## config.mk

```make
export PLATFORM = sky130hd
export DESIGN_NAME = cache_tune_ctrl
export DESIGN_NICKNAME = d
export VERILOG_FILES = /design/src/rtl/tune_pkg.sv /design/src/rtl/tune_energy_acc.sv /design/src/rtl/tune_window_cnt.sv /design/src/rtl/cache_tune_ctrl.sv
export SDC_FILE = /design/constraint.sdc
export NUM_CORES = 1
export LEC_CHECK = 0
export BUFFER_PORTS_ARGS = -buffer_cell sky130_fd_sc_hd__buf_2
export CORE_MARGIN = 10
export CORE_UTILIZATION = 39
export CTS_CLUSTER_DIAMETER = 120
export CTS_CLUSTER_SIZE = 25
export DETAILED_ROUTE_END_ITERATION = 6
export PLACE_DENSITY = 0.62
export SLEW_MARGIN = 20
export SYNTH_ARGS = -nofsm -noshare
export SYNTH_HDL_FRONTEND = slang
export SYNTH_SLANG_ARGS = --single-unit
```

## constraint.sdc

```tcl
create_clock -name clk -period 6 [get_ports clk]
set_clock_uncertainty 0.15 [all_clocks]
set_input_delay 0.6 -clock clk [delete_from_list [all_inputs] [get_ports clk]]
set_output_delay 0.6 -clock clk [all_outputs]
set_load 0.03 [all_outputs]
```

## src/rtl/tune_pkg.sv

```systemverilog
package tune_pkg;
    localparam int          SEL_W    = 2;
    localparam logic [1:0]  SEL_LAST = 2'd2;

    typedef struct packed {
        logic [1:0] size;
        logic [1:0] line;
        logic [1:0] assoc;
        logic       wp;
    } tune_cfg_t;

    typedef enum logic [2:0] {
        S_IDLE, S_FLUSH, S_MEASURE, S_DECIDE, S_DONE
    } tune_state_t;

    typedef enum logic [1:0] {
        P_SIZE, P_LINE, P_ASSOC, P_WPRED
    } tune_phase_t;

    localparam tune_cfg_t CFG_INIT = '0;
endpackage

```

## src/rtl/tune_energy_acc.sv

```systemverilog
module tune_energy_acc #(
    parameter int K_W   = 16,
    parameter int ACC_W = 48
) (
    input  logic             clk,
    input  logic             rst_n,
    input  logic             clr,
    input  logic             en,
    input  logic             hit,
    input  logic             miss,
    input  logic             tick,
    input  logic [K_W-1:0]   e_hit,
    input  logic [K_W-1:0]   k_miss,
    input  logic [K_W-1:0]   e_static,
    output logic [ACC_W-1:0] acc
);
    localparam int PROD_W = 2 * K_W;
    localparam int ADD_W  = PROD_W + 2;

    logic [PROD_W-1:0] e_miss;
    logic [ADD_W-1:0]  addend;
    logic [ACC_W:0]    sum;

    always_comb begin
        e_miss = PROD_W'(e_hit) * PROD_W'(k_miss);
        addend = (hit  ? ADD_W'(e_hit)    : '0)
               + (miss ? ADD_W'(e_miss)   : '0)
               + (tick ? ADD_W'(e_static) : '0);
        sum    = {1'b0, acc} + (ACC_W+1)'(addend);
    end

    always_ff @(posedge clk or negedge rst_n) begin
        if (!rst_n)   acc <= '0;
        else if (clr) acc <= '0;
        else if (en)  acc <= sum[ACC_W] ? '1 : sum[ACC_W-1:0];
    end

    // saturating accumulation never wraps downward inside a window
    a_r4_no_wrap: assert property (@(posedge clk) disable iff (!rst_n)
        (en && !clr) |=> (acc >= $past(acc)));
endmodule

```

## src/rtl/tune_window_cnt.sv

```systemverilog
module tune_window_cnt #(
    parameter int WIN_W = 16
) (
    input  logic             clk,
    input  logic             rst_n,
    input  logic             clr,
    input  logic             en,
    input  logic             tick,
    input  logic [WIN_W-1:0] window,
    output logic             last
);
    logic [WIN_W-1:0] cnt_q;
    logic [WIN_W:0]   nxt;

    always_comb begin
        nxt  = {1'b0, cnt_q} + (WIN_W+1)'(1);
        last = en && tick && (nxt >= {1'b0, window});
    end

    always_ff @(posedge clk or negedge rst_n) begin
        if (!rst_n)           cnt_q <= '0;
        else if (clr)         cnt_q <= '0;
        else if (en && tick)  cnt_q <= cnt_q + 1'b1;
    end
endmodule

```

## src/rtl/cache_tune_ctrl.sv

```systemverilog
module cache_tune_ctrl
    import tune_pkg::*;
#(
    parameter int K_W   = 16,
    parameter int ACC_W = 48,
    parameter int WIN_W = 16
) (
    input  logic             clk,
    input  logic             rst_n,
    input  logic             start_i,
    input  logic             hit_i,
    input  logic             miss_i,
    input  logic             tick_i,
    input  logic [K_W-1:0]   e_hit_i,
    input  logic [K_W-1:0]   k_miss_i,
    input  logic [K_W-1:0]   e_static_i,
    input  logic [WIN_W-1:0] window_i,
    input  logic             flush_done_i,
    output logic             flush_req_o,
    output logic [1:0]       size_sel_o,
    output logic [1:0]       line_sel_o,
    output logic [1:0]       assoc_sel_o,
    output logic             wpred_en_o,
    output logic             done_o
);
    tune_state_t      state_q, state_n;
    tune_phase_t      phase_q, phase_n;
    tune_cfg_t        cfg_q, cfg_n, best_q, best_n, nb;
    logic [ACC_W-1:0] best_e_q, best_e_n, energy;
    logic             first_q, first_n, final_q, final_n;
    logic             better, can_step, win_last, finish;

    tune_energy_acc #(.K_W(K_W), .ACC_W(ACC_W)) u_acc (
        .clk(clk), .rst_n(rst_n),
        .clr(state_q == S_FLUSH), .en(state_q == S_MEASURE),
        .hit(hit_i), .miss(miss_i), .tick(tick_i),
        .e_hit(e_hit_i), .k_miss(k_miss_i), .e_static(e_static_i),
        .acc(energy)
    );

    tune_window_cnt #(.WIN_W(WIN_W)) u_win (
        .clk(clk), .rst_n(rst_n),
        .clr(state_q == S_FLUSH), .en(state_q == S_MEASURE),
        .tick(tick_i), .window(window_i), .last(win_last)
    );

    // state register
    always_ff @(posedge clk or negedge rst_n) begin
        if (!rst_n) begin
            state_q  <= S_IDLE;
            phase_q  <= P_SIZE;
            cfg_q    <= CFG_INIT;
            best_q   <= CFG_INIT;
            best_e_q <= '1;
            first_q  <= 1'b0;
            final_q  <= 1'b0;
        end else begin
            state_q  <= state_n;
            phase_q  <= phase_n;
            cfg_q    <= cfg_n;
            best_q   <= best_n;
            best_e_q <= best_e_n;
            first_q  <= first_n;
            final_q  <= final_n;
        end
    end

    // next-state logic
    always_comb begin
        state_n  = state_q;
        phase_n  = phase_q;
        cfg_n    = cfg_q;
        best_n   = best_q;
        best_e_n = best_e_q;
        first_n  = first_q;
        final_n  = final_q;
        better   = first_q || (energy < best_e_q);
        nb       = better ? cfg_q : best_q;
        can_step = 1'b0;
        finish   = 1'b0;
        unique case (state_q)
            S_IDLE, S_DONE: begin
                if (start_i) begin
                    state_n  = S_FLUSH;
                    phase_n  = P_SIZE;
                    cfg_n    = CFG_INIT;
                    best_n   = CFG_INIT;
                    best_e_n = '1;
                    first_n  = 1'b1;
                    final_n  = 1'b0;
                end
            end
            S_FLUSH: begin
                if (flush_done_i) state_n = final_q ? S_DONE : S_MEASURE;
            end
            S_MEASURE: begin
                if (win_last) state_n = S_DECIDE;
            end
            S_DECIDE: begin
                first_n = 1'b0;
                best_n  = nb;
                if (better) best_e_n = energy;
                unique case (phase_q)
                    P_SIZE:  can_step = better && (cfg_q.size  != SEL_LAST);
                    P_LINE:  can_step = better && (cfg_q.line  != SEL_LAST);
                    P_ASSOC: can_step = better && (cfg_q.assoc != SEL_LAST);
                    P_WPRED: can_step = 1'b0;
                endcase
                state_n = S_FLUSH;
                if (can_step) begin
                    unique case (phase_q)
                        P_SIZE:  cfg_n.size  = cfg_q.size  + 2'd1;
                        P_LINE:  cfg_n.line  = cfg_q.line  + 2'd1;
                        P_ASSOC: cfg_n.assoc = cfg_q.assoc + 2'd1;
                        P_WPRED: cfg_n.wp    = 1'b1;
                    endcase
                end else begin
                    cfg_n = nb;
                    unique case (phase_q)
                        P_SIZE:  begin phase_n = P_LINE;  cfg_n.line  = 2'd1; end
                        P_LINE:  begin phase_n = P_ASSOC; cfg_n.assoc = 2'd1; end
                        P_ASSOC: begin
                            if (nb.assoc != 2'd0) begin
                                phase_n  = P_WPRED;
                                cfg_n.wp = 1'b1;
                            end else begin
                                finish = 1'b1;
                            end
                        end
                        P_WPRED: finish = 1'b1;
                    endcase
                    if (finish) begin
                        if (nb != cfg_q) final_n = 1'b1;
                        else             state_n = S_DONE;
                    end
                end
            end
            default: state_n = S_IDLE;
        endcase
    end

    // outputs
    always_comb begin
        flush_req_o = (state_q == S_FLUSH);
        done_o      = (state_q == S_DONE);
        size_sel_o  = cfg_q.size;
        line_sel_o  = cfg_q.line;
        assoc_sel_o = cfg_q.assoc;
        wpred_en_o  = cfg_q.wp;
    end

    // request held until acknowledged
    a_r3_flush_held: assert property (@(posedge clk) disable iff (!rst_n)
        (flush_req_o && !flush_done_i) |=> flush_req_o);
    // configuration frozen during measurement
    a_r3_cfg_frozen: assert property (@(posedge clk) disable iff (!rst_n)
        (state_q == S_MEASURE) |=> $stable(cfg_q));
    // no way prediction with direct mapping
    a_r7_wp_multiway: assert property (@(posedge clk) disable iff (!rst_n)
        wpred_en_o |-> (assoc_sel_o != 2'd0));
    // only legal codes appear
    a_r1_legal_codes: assert property (@(posedge clk) disable iff (!rst_n)
        (size_sel_o != 2'd3) && (line_sel_o != 2'd3) && (assoc_sel_o != 2'd3));
    // result held until a new start
    a_r9_done_hold: assert property (@(posedge clk) disable iff (!rst_n)
        (done_o && !start_i) |=> (done_o && $stable(cfg_q)));
endmodule

```

# --- Word level (Yosys, flattened, before mapping) ---
# Index checks and enable logic that the tools add are counted.
totals:
  regBits: 133
  latch_bits: 0
  ram_bits: 0
  romBits: 0
  inputBits: 71
  out_inout_bits: 9
  wordCells: 122
  n_memories: 0
op_classes:
  n_addsub: 8
  multipliers: 1
  n_div: 0
  magnitude_cmp: 2
  eq_ne: 24
  shifts: 0
  muxes: 50
  n_bitwise: 0
  n_reduce_logical: 22
op_table:
  columns: ["operator", "n"]
  rows:
  - ["$mux W48", 5]
  - ["$pmux W48 S2", 1]
  - ["$add A34 B34 Y34", 2]
  - ["$mux W16", 4]
  - ["$add A48 B34 Y49", 1]
  - ["$lt A48 B48 Y1", 1]
  - ["$mul A16 B16 Y32", 1]
  - ["$mux W32", 1]
  - ["$pmux W7 S2", 2]
  - ["$mux W3", 7]
  - ["$mux W7", 3]
  - ["$ne A2 B2 Y1 const B", 10]
  - ["$reduce_and A3 Y1", 6]
  - ["$add A16 B1 Y17 const B", 1]
  - ["$ge A17 B16 Y1", 1]
  - ["$add A16 B1 Y16 const B", 1]
  - ["$mux W2", 8]
  - ["$mux W1", 12]
  - ["$ne A3 B2 Y1 const B", 4]
  - ["$pmux W3 S4", 1]
  - ["$reduce_and A5 Y1", 2]
  - ["$reduce_bool A2 Y1", 4]
  - ["$ne A7 B7 Y1", 1]
  - ["$add A2 B1 Y2 const B", 3]
  - ["other kinds (17)", 25]

# --- Logic depth before layout (Yosys ltp) ---
depth:
  ltp_word: 11
  depth_mapped: 48
  ltp_nobuf: 45

# --- Cells and area by module ---
# Synthesis repeated with hierarchy kept, for this count alone.
unflattened:
  cells_unflattened: 2322
  area_unflattened_um2: 19967.9
by_module_without_submodules:
  columns: ["module", "instances", "cells_each", "area_each_um2", "seq_area_each_um2"]
  rows:
  - ["tune_energy_acc", 1, 1644, 14151.1, 1201.2]
  - ["cache_tune_ctrl", 1, 499, 4375.4, 1786.7]
  - ["tune_window_cnt", 1, 179, 1441.4, 400.4]

# --- Least setup slack after synthesis ---
# OpenSTA, ideal clock, no wires.
synth_timing:
  kind: "input to register"
  startpoint: "input port e_hit_i[3]"
  endpoint: "register u_acc.acc[39]"
  setup_time_ps: 101
  arrival_ps: 10234
  path_slack_ps: -4485
  path_stages: 43
  cell_sequence: "clkbuf_1 and2_1 fa_1 fa_1 ha_1 fa_1 inv_1 fa_1 fa_1 inv_1 ha_1 or2_2 a21oi_1 a21oi_1 and2_1 a21oi_1 nor2b_1 o21ai_0 [7 not listed] nand4_1 o21ai_0 or3_1 and4_1 nand3_1 or2_4 or3_4 xor2_1 ha_1 clkbuf_1 nand3_1 o21ai_0 a21oi_1 o221ai_1 nand2_1 nor3_1 nor3_1 a311oi_1"
synth_via:
  elab_chain_cells: 8
  elab_cells_between_ends: 9
  classes_between: "add/sub: 3; mul: 1; mux: 5"
synth_rtl:
  columns: ["item", "line_no", "text"]
  rows:
  - ["start, declared", "cache_tune_ctrl.sv:14", "input logic [K_W-1:0] e_hit_i,"]
  - ["$mul A16 B16 Y32", "tune_energy_acc.sv:25", "e_miss = PROD_W'(e_hit) * PROD_W'(k_miss);"]
  - ["$mux W32", "tune_energy_acc.sv:27", "+ (miss ? ADD_W'(e_miss) : '0)"]
  - ["$add A34 B34 Y34 (*)", "tune_energy_acc.sv:27", null]
  - ["$add A34 B34 Y34 (*)", "tune_energy_acc.sv:28", "+ (tick ? ADD_W'(e_static) : '0);"]
  - ["$add A48 B34 Y49 (*)", "tune_energy_acc.sv:29", "sum = {1'b0, acc} + (ACC_W+1)'(addend);"]
  - ["$mux W48 (*) (2 in series)", "tune_energy_acc.sv:35", "else if (en) acc <= sum[ACC_W] ? '1 : sum[ACC_W-1:0];"]
  - ["$mux W48 (*)", "tune_energy_acc.sv:34", "else if (clr) acc <= '0;"]
  - ["end signal, assigned", "tune_energy_acc.sv:35", null]
  - ["end, declared", "tune_energy_acc.sv:15", "output logic [ACC_W-1:0] acc"]
# Every way passes the cells marked *; elsewhere a longest branch is shown, timed or not. The select of a mux whose other input is x is not followed.
# A chain may end at the register's enable or synchronous reset.

# --- Worst setup path after layout ---
layout_timing:
  startpoint: "input port k_miss_i[2]"
  endpoint: "register u_acc.acc[45]"
layout_via:
  elab_chain_cells: 8
layout_rtl:
  columns: ["item", "line_no", "text"]
  rows:
  - ["start, declared", "cache_tune_ctrl.sv:15", "input logic [K_W-1:0] k_miss_i,"]
  - ["$mul A16 B16 Y32", "tune_energy_acc.sv:25", null]
  - ["$mux W32", "tune_energy_acc.sv:27", null]
  - ["$add A34 B34 Y34", "tune_energy_acc.sv:27", null]
  - ["$add A34 B34 Y34", "tune_energy_acc.sv:28", null]
  - ["$add A48 B34 Y49", "tune_energy_acc.sv:29", null]
  - ["$mux W48 (2 in series)", "tune_energy_acc.sv:35", null]
  - ["$mux W48", "tune_energy_acc.sv:34", null]
# Every way passes these cells. The select of a mux whose other input is x is not followed.

==> summary by stage <==
Run status
The run finished, with violations left. The final reports fail on setup timing.

Setup path
The critical path data required time is 6.17 ns. Across all register-to-register paths, the minimum setup slack is 2.12 ns. On the critical path, the stage with the largest delay is an instance of sky130_fd_sc_hd__fa_1. Along the worst path, the maximum fanout reaches 9. The delay of the slowest cell on the worst path is 0.54 ns. The launching element type of the critical path is an input port. The type of destination of the critical path is a flop. Data arrives at the worst endpoint at 9.61 ns.

The type of the setup path with the least slack is in2reg.

Clocking
The clock latency reported for the late side of the worst-skew pair is 0.42 ns. The clock tree from TritonCTS is built. The deepest clock path buffer count is 2. The count of clock tree sinks is 133. The number of levels the H-tree was split into is 4. The number of buffers inserted during clock tree synthesis is 17. The cell at the root of the clock tree is sky130_fd_sc_hd__clkbuf_16. Buffers inserted to repair hold after CTS numbered 0. Clock-pin slew was measured on the worst setup and hold paths at 0.06 ns.

Route
The number of nets still failing antenna checks after routing is 0. The count of TritonRoute iterations in the first routing pass is 5. The total detailed-routing wirelength is 55.4 mm.

For this run, design rule violations remaining after detail routing come to 0. In this run, the number of DRC markers left after iteration 0 of detailed routing was 902. The routed via count divided by cell count is 5.20. Across all layers, the routed design uses 17900 vias. In the final routed layout, each cell accounts on average for 16.1 um.

Timing
The number of endpoints failing setup at the final stage is 48. The count of endpoints failing hold in the final timing report is 0. The clock period minus final worst setup slack is 9.44 ns. Setup repair after global routing could not meet its margin everywhere. In this run the tightest slew margin relative to its limit is 0.382. The actual slew at the worst max-slew pin is 0.923 ns.

Once routing completed, OpenROAD measured the worst setup slack at -3.44 ns. Static timing analysis puts the maximum clock frequency at 106 MHz. The portion of the clock cycle consumed by the worst path in the final layout is 1.57. The final number of max-transition violations is 0.

GRT
The total global routing track utilization is 0.181. The largest net degree at the start of global routing is 113. The global-route wire length before repair is 91.7 mm. In the global route stage, met1 resource usage came out at 0.234.

The initial antenna violation count is 3. After global routing, the most crowded layer is met2. The total overflow left after global routing is 0. The global-route met3 utilization is 0.0174. For this run, global-route usage on met2 was measured as 0.316. The number of global-route vias before repair came to 18700.

Floorplan
The total I/O pin count is 80. The total core area is 50300 um^2. The die covers 60300 um^2.

For this configuration, the core starts out at a cell density of 0.395. The overall die height is 246 um. The chip width is 246 um. The row count is 82.

Synth
Among all flip-flop cells after synthesis, the most frequent one is sky130_fd_sc_hd__dfrtp_1. Synthesis produced a netlist with a net count of 2889. The synthesis-stage register bit count is 133. Yosys printed 0 warnings.

The count of unique library cells instantiated by Yosys is 80. After synthesis, the mean cell area works out to 8.33 um^2. Of the synthesized area, sequential elements account for 0.171. The post-synthesis cell area is 19900 um^2.

In the synthesized netlist the async set-or-reset flop fraction comes to 1.00. The number of enable flip-flop cells after synthesis is 0. By area the synthesized netlist is led by sky130_fd_sc_hd__fa_1 21%, sky130_fd_sc_hd__ha_1 14%, sky130_fd_sc_hd__dfrtp_1 11%. The gate count of the mapped netlist is 2383.

The cell type with the highest aggregate area in the netlist is sky130_fd_sc_hd__fa_1. Of the post-synthesis cell area, the dominant cell type holds 0.214.

Place
In this run the cell area measured after placement is 23400 um^2. The post-place setup slack is -3.91 ns. The count of input and output buffers is 79. The placer congestion estimate is 0.943. Counting tap cells, the placed design contains a total of 3371 instances. The HPWL after detailed placement is 45.0 mm.

Cells and area
The finished cells cover 25200 um^2. The library cells used most frequently in the layout, excluding fill and tap cells, are 374 x sky130_fd_sc_hd__inv_1, 358 x sky130_fd_sc_hd__buf_4, 265 x sky130_fd_sc_hd__nand2_1. Leaving out fill and tap cells, the most frequent cell in the layout is sky130_fd_sc_hd__inv_1.

Of the cells placed in the final design, the portion with a size suffix greater than 1 is 0.253. The count of non-filler cells in the finished layout is 3444. The net count of the finished layout is 3264.

The area growth from synthesis to final layout is 27.0%.

Job
The max-capacitance violation count is 0.

Worst hold path
The worst hold path belongs to the class in2async.
[flip-flops by register name, summed over array words and instances (netlist names)]
name,count
u_acc.acc,48
line_sel_o,2
final_q,1
wpred_en_o,1
best_q,7
best_e_q,48
u_win.cnt_q,16
first_q,1
phase_q,2
size_sel_o,2
assoc_sel_o,2
state_q,3
[worst max-delay path, delay by kind of cell]
family,cells,cell delay [ns]
AO/OA/AOI/OAI,8,1.23
XOR/XNOR,2,0.30
adder cells (fa/ha/maj),10,3.96
buffers and inverters,10,0.95
AND/OR/NAND/NOR,18,2.55
[final cells by class]
type                            count  area, um^2
Multi-Input combinational cell   1768       15400
Fill cell                        4814       25100
Tap cell                          672         841
Sequential cell                   133        3390
Clock buffer                       25         526
Timing Repair Buffer              457        3470
Antenna cell                        1        2.50
Inverter                          381        1430
Clock inverter                      7         115
[logic make-up (layout without fill, tap and decap cells)]
family / Yosys count / count (layout) / synth area share
AOI/OAI and AO/OA: 479 / 479 / 0.152
xor gates and xnor gates: 96 / 96 / 0.0423
adders and majority gates: 435 / 435 / 0.354
buffers and inverters: 482 / 870 / 0.0922
DFF: 133 / 133 / 0.171
muxes: 9 / 9 / 0.00473
other: 0 / 1 / 0
and+or+nand+nor: 749 / 749 / 0.184
[synthesized netlist by cell type (7+ instances only)]
library cell and instances:
sky130_fd_sc_hd__inv_1 380, sky130_fd_sc_hd__nand2_1 269, sky130_fd_sc_hd__ha_1 223, sky130_fd_sc_hd__fa_1 212, sky130_fd_sc_hd__and2_1 137, sky130_fd_sc_hd__a21oi_1 133
sky130_fd_sc_hd__nor2_1 126, sky130_fd_sc_hd__o21ai_0 92, sky130_fd_sc_hd__clkbuf_1 88, sky130_fd_sc_hd__dfrtp_1 85, sky130_fd_sc_hd__a31oi_1 73, sky130_fd_sc_hd__nand3_1 65
sky130_fd_sc_hd__a21o_1 57, sky130_fd_sc_hd__xnor2_1 57, sky130_fd_sc_hd__dfstp_2 48, sky130_fd_sc_hd__xor2_1 39, sky130_fd_sc_hd__nor3_1 32, sky130_fd_sc_hd__nand4_1 26
sky130_fd_sc_hd__and3_1 23, sky130_fd_sc_hd__nand2b_1 14, sky130_fd_sc_hd__o21bai_1 14, sky130_fd_sc_hd__a211oi_1 12, sky130_fd_sc_hd__o21a_1 12, sky130_fd_sc_hd__nor2b_1 10
sky130_fd_sc_hd__o221ai_1 10, sky130_fd_sc_hd__or3_1 9, sky130_fd_sc_hd__a311oi_1 8, sky130_fd_sc_hd__buf_2 7, sky130_fd_sc_hd__o211ai_1 7, sky130_fd_sc_hd__or2_2 7
[per-layer routing]
metal / vias to the layer above / part of all wire
met5: - / 0.00061
met4: 6 / 0.022
met3: 72 / 0.031
met2: 333 / 0.50
met1: 8873 / 0.45
li1: 8635 / -
[worst paths after layout]
kind                           startpoint        endpoint  depth (start not counted)
min in group clk             best_e_q[38]    best_e_q[38]                          2
setup / recovery              k_miss_i[2]   u_acc.acc[45]                         48
max in group asynchronous           rst_n    u_acc.acc[1]                          2
setup reg to reg           u_win.cnt_q[0]      state_q[0]                         14
hold / removal                      rst_n  assoc_sel_o[0]                          1
hold reg to reg              best_e_q[38]    best_e_q[38]                          2
[per-stage QoR]
stage / hold WS, ns / TNS (ns) / util
after floorplan: 0.154 / -159.55 / -
after global placement: 0.326 / -177.12 / 0.466
after detailed placement: 0.334 / -182.09 / 0.466
after CTS: 0.106 / -150.63 / 0.489
after global routing: 0.110 / -171.32 / 0.502
final: 0.0542 / -154.72 / 0.502
[what timing repair did]
action	in CTS	in global routing
buffers inserted	16	21
gates cloned	1	1
resized for setup	103	73
endpoints found under the setup margin	48	48
pin swaps	59	67
hold endpoints to repair	0	0
Power is left out: the tool's default activity adds up to more than one toggle a clock period on the data nets, which glitch-free logic cannot reach.
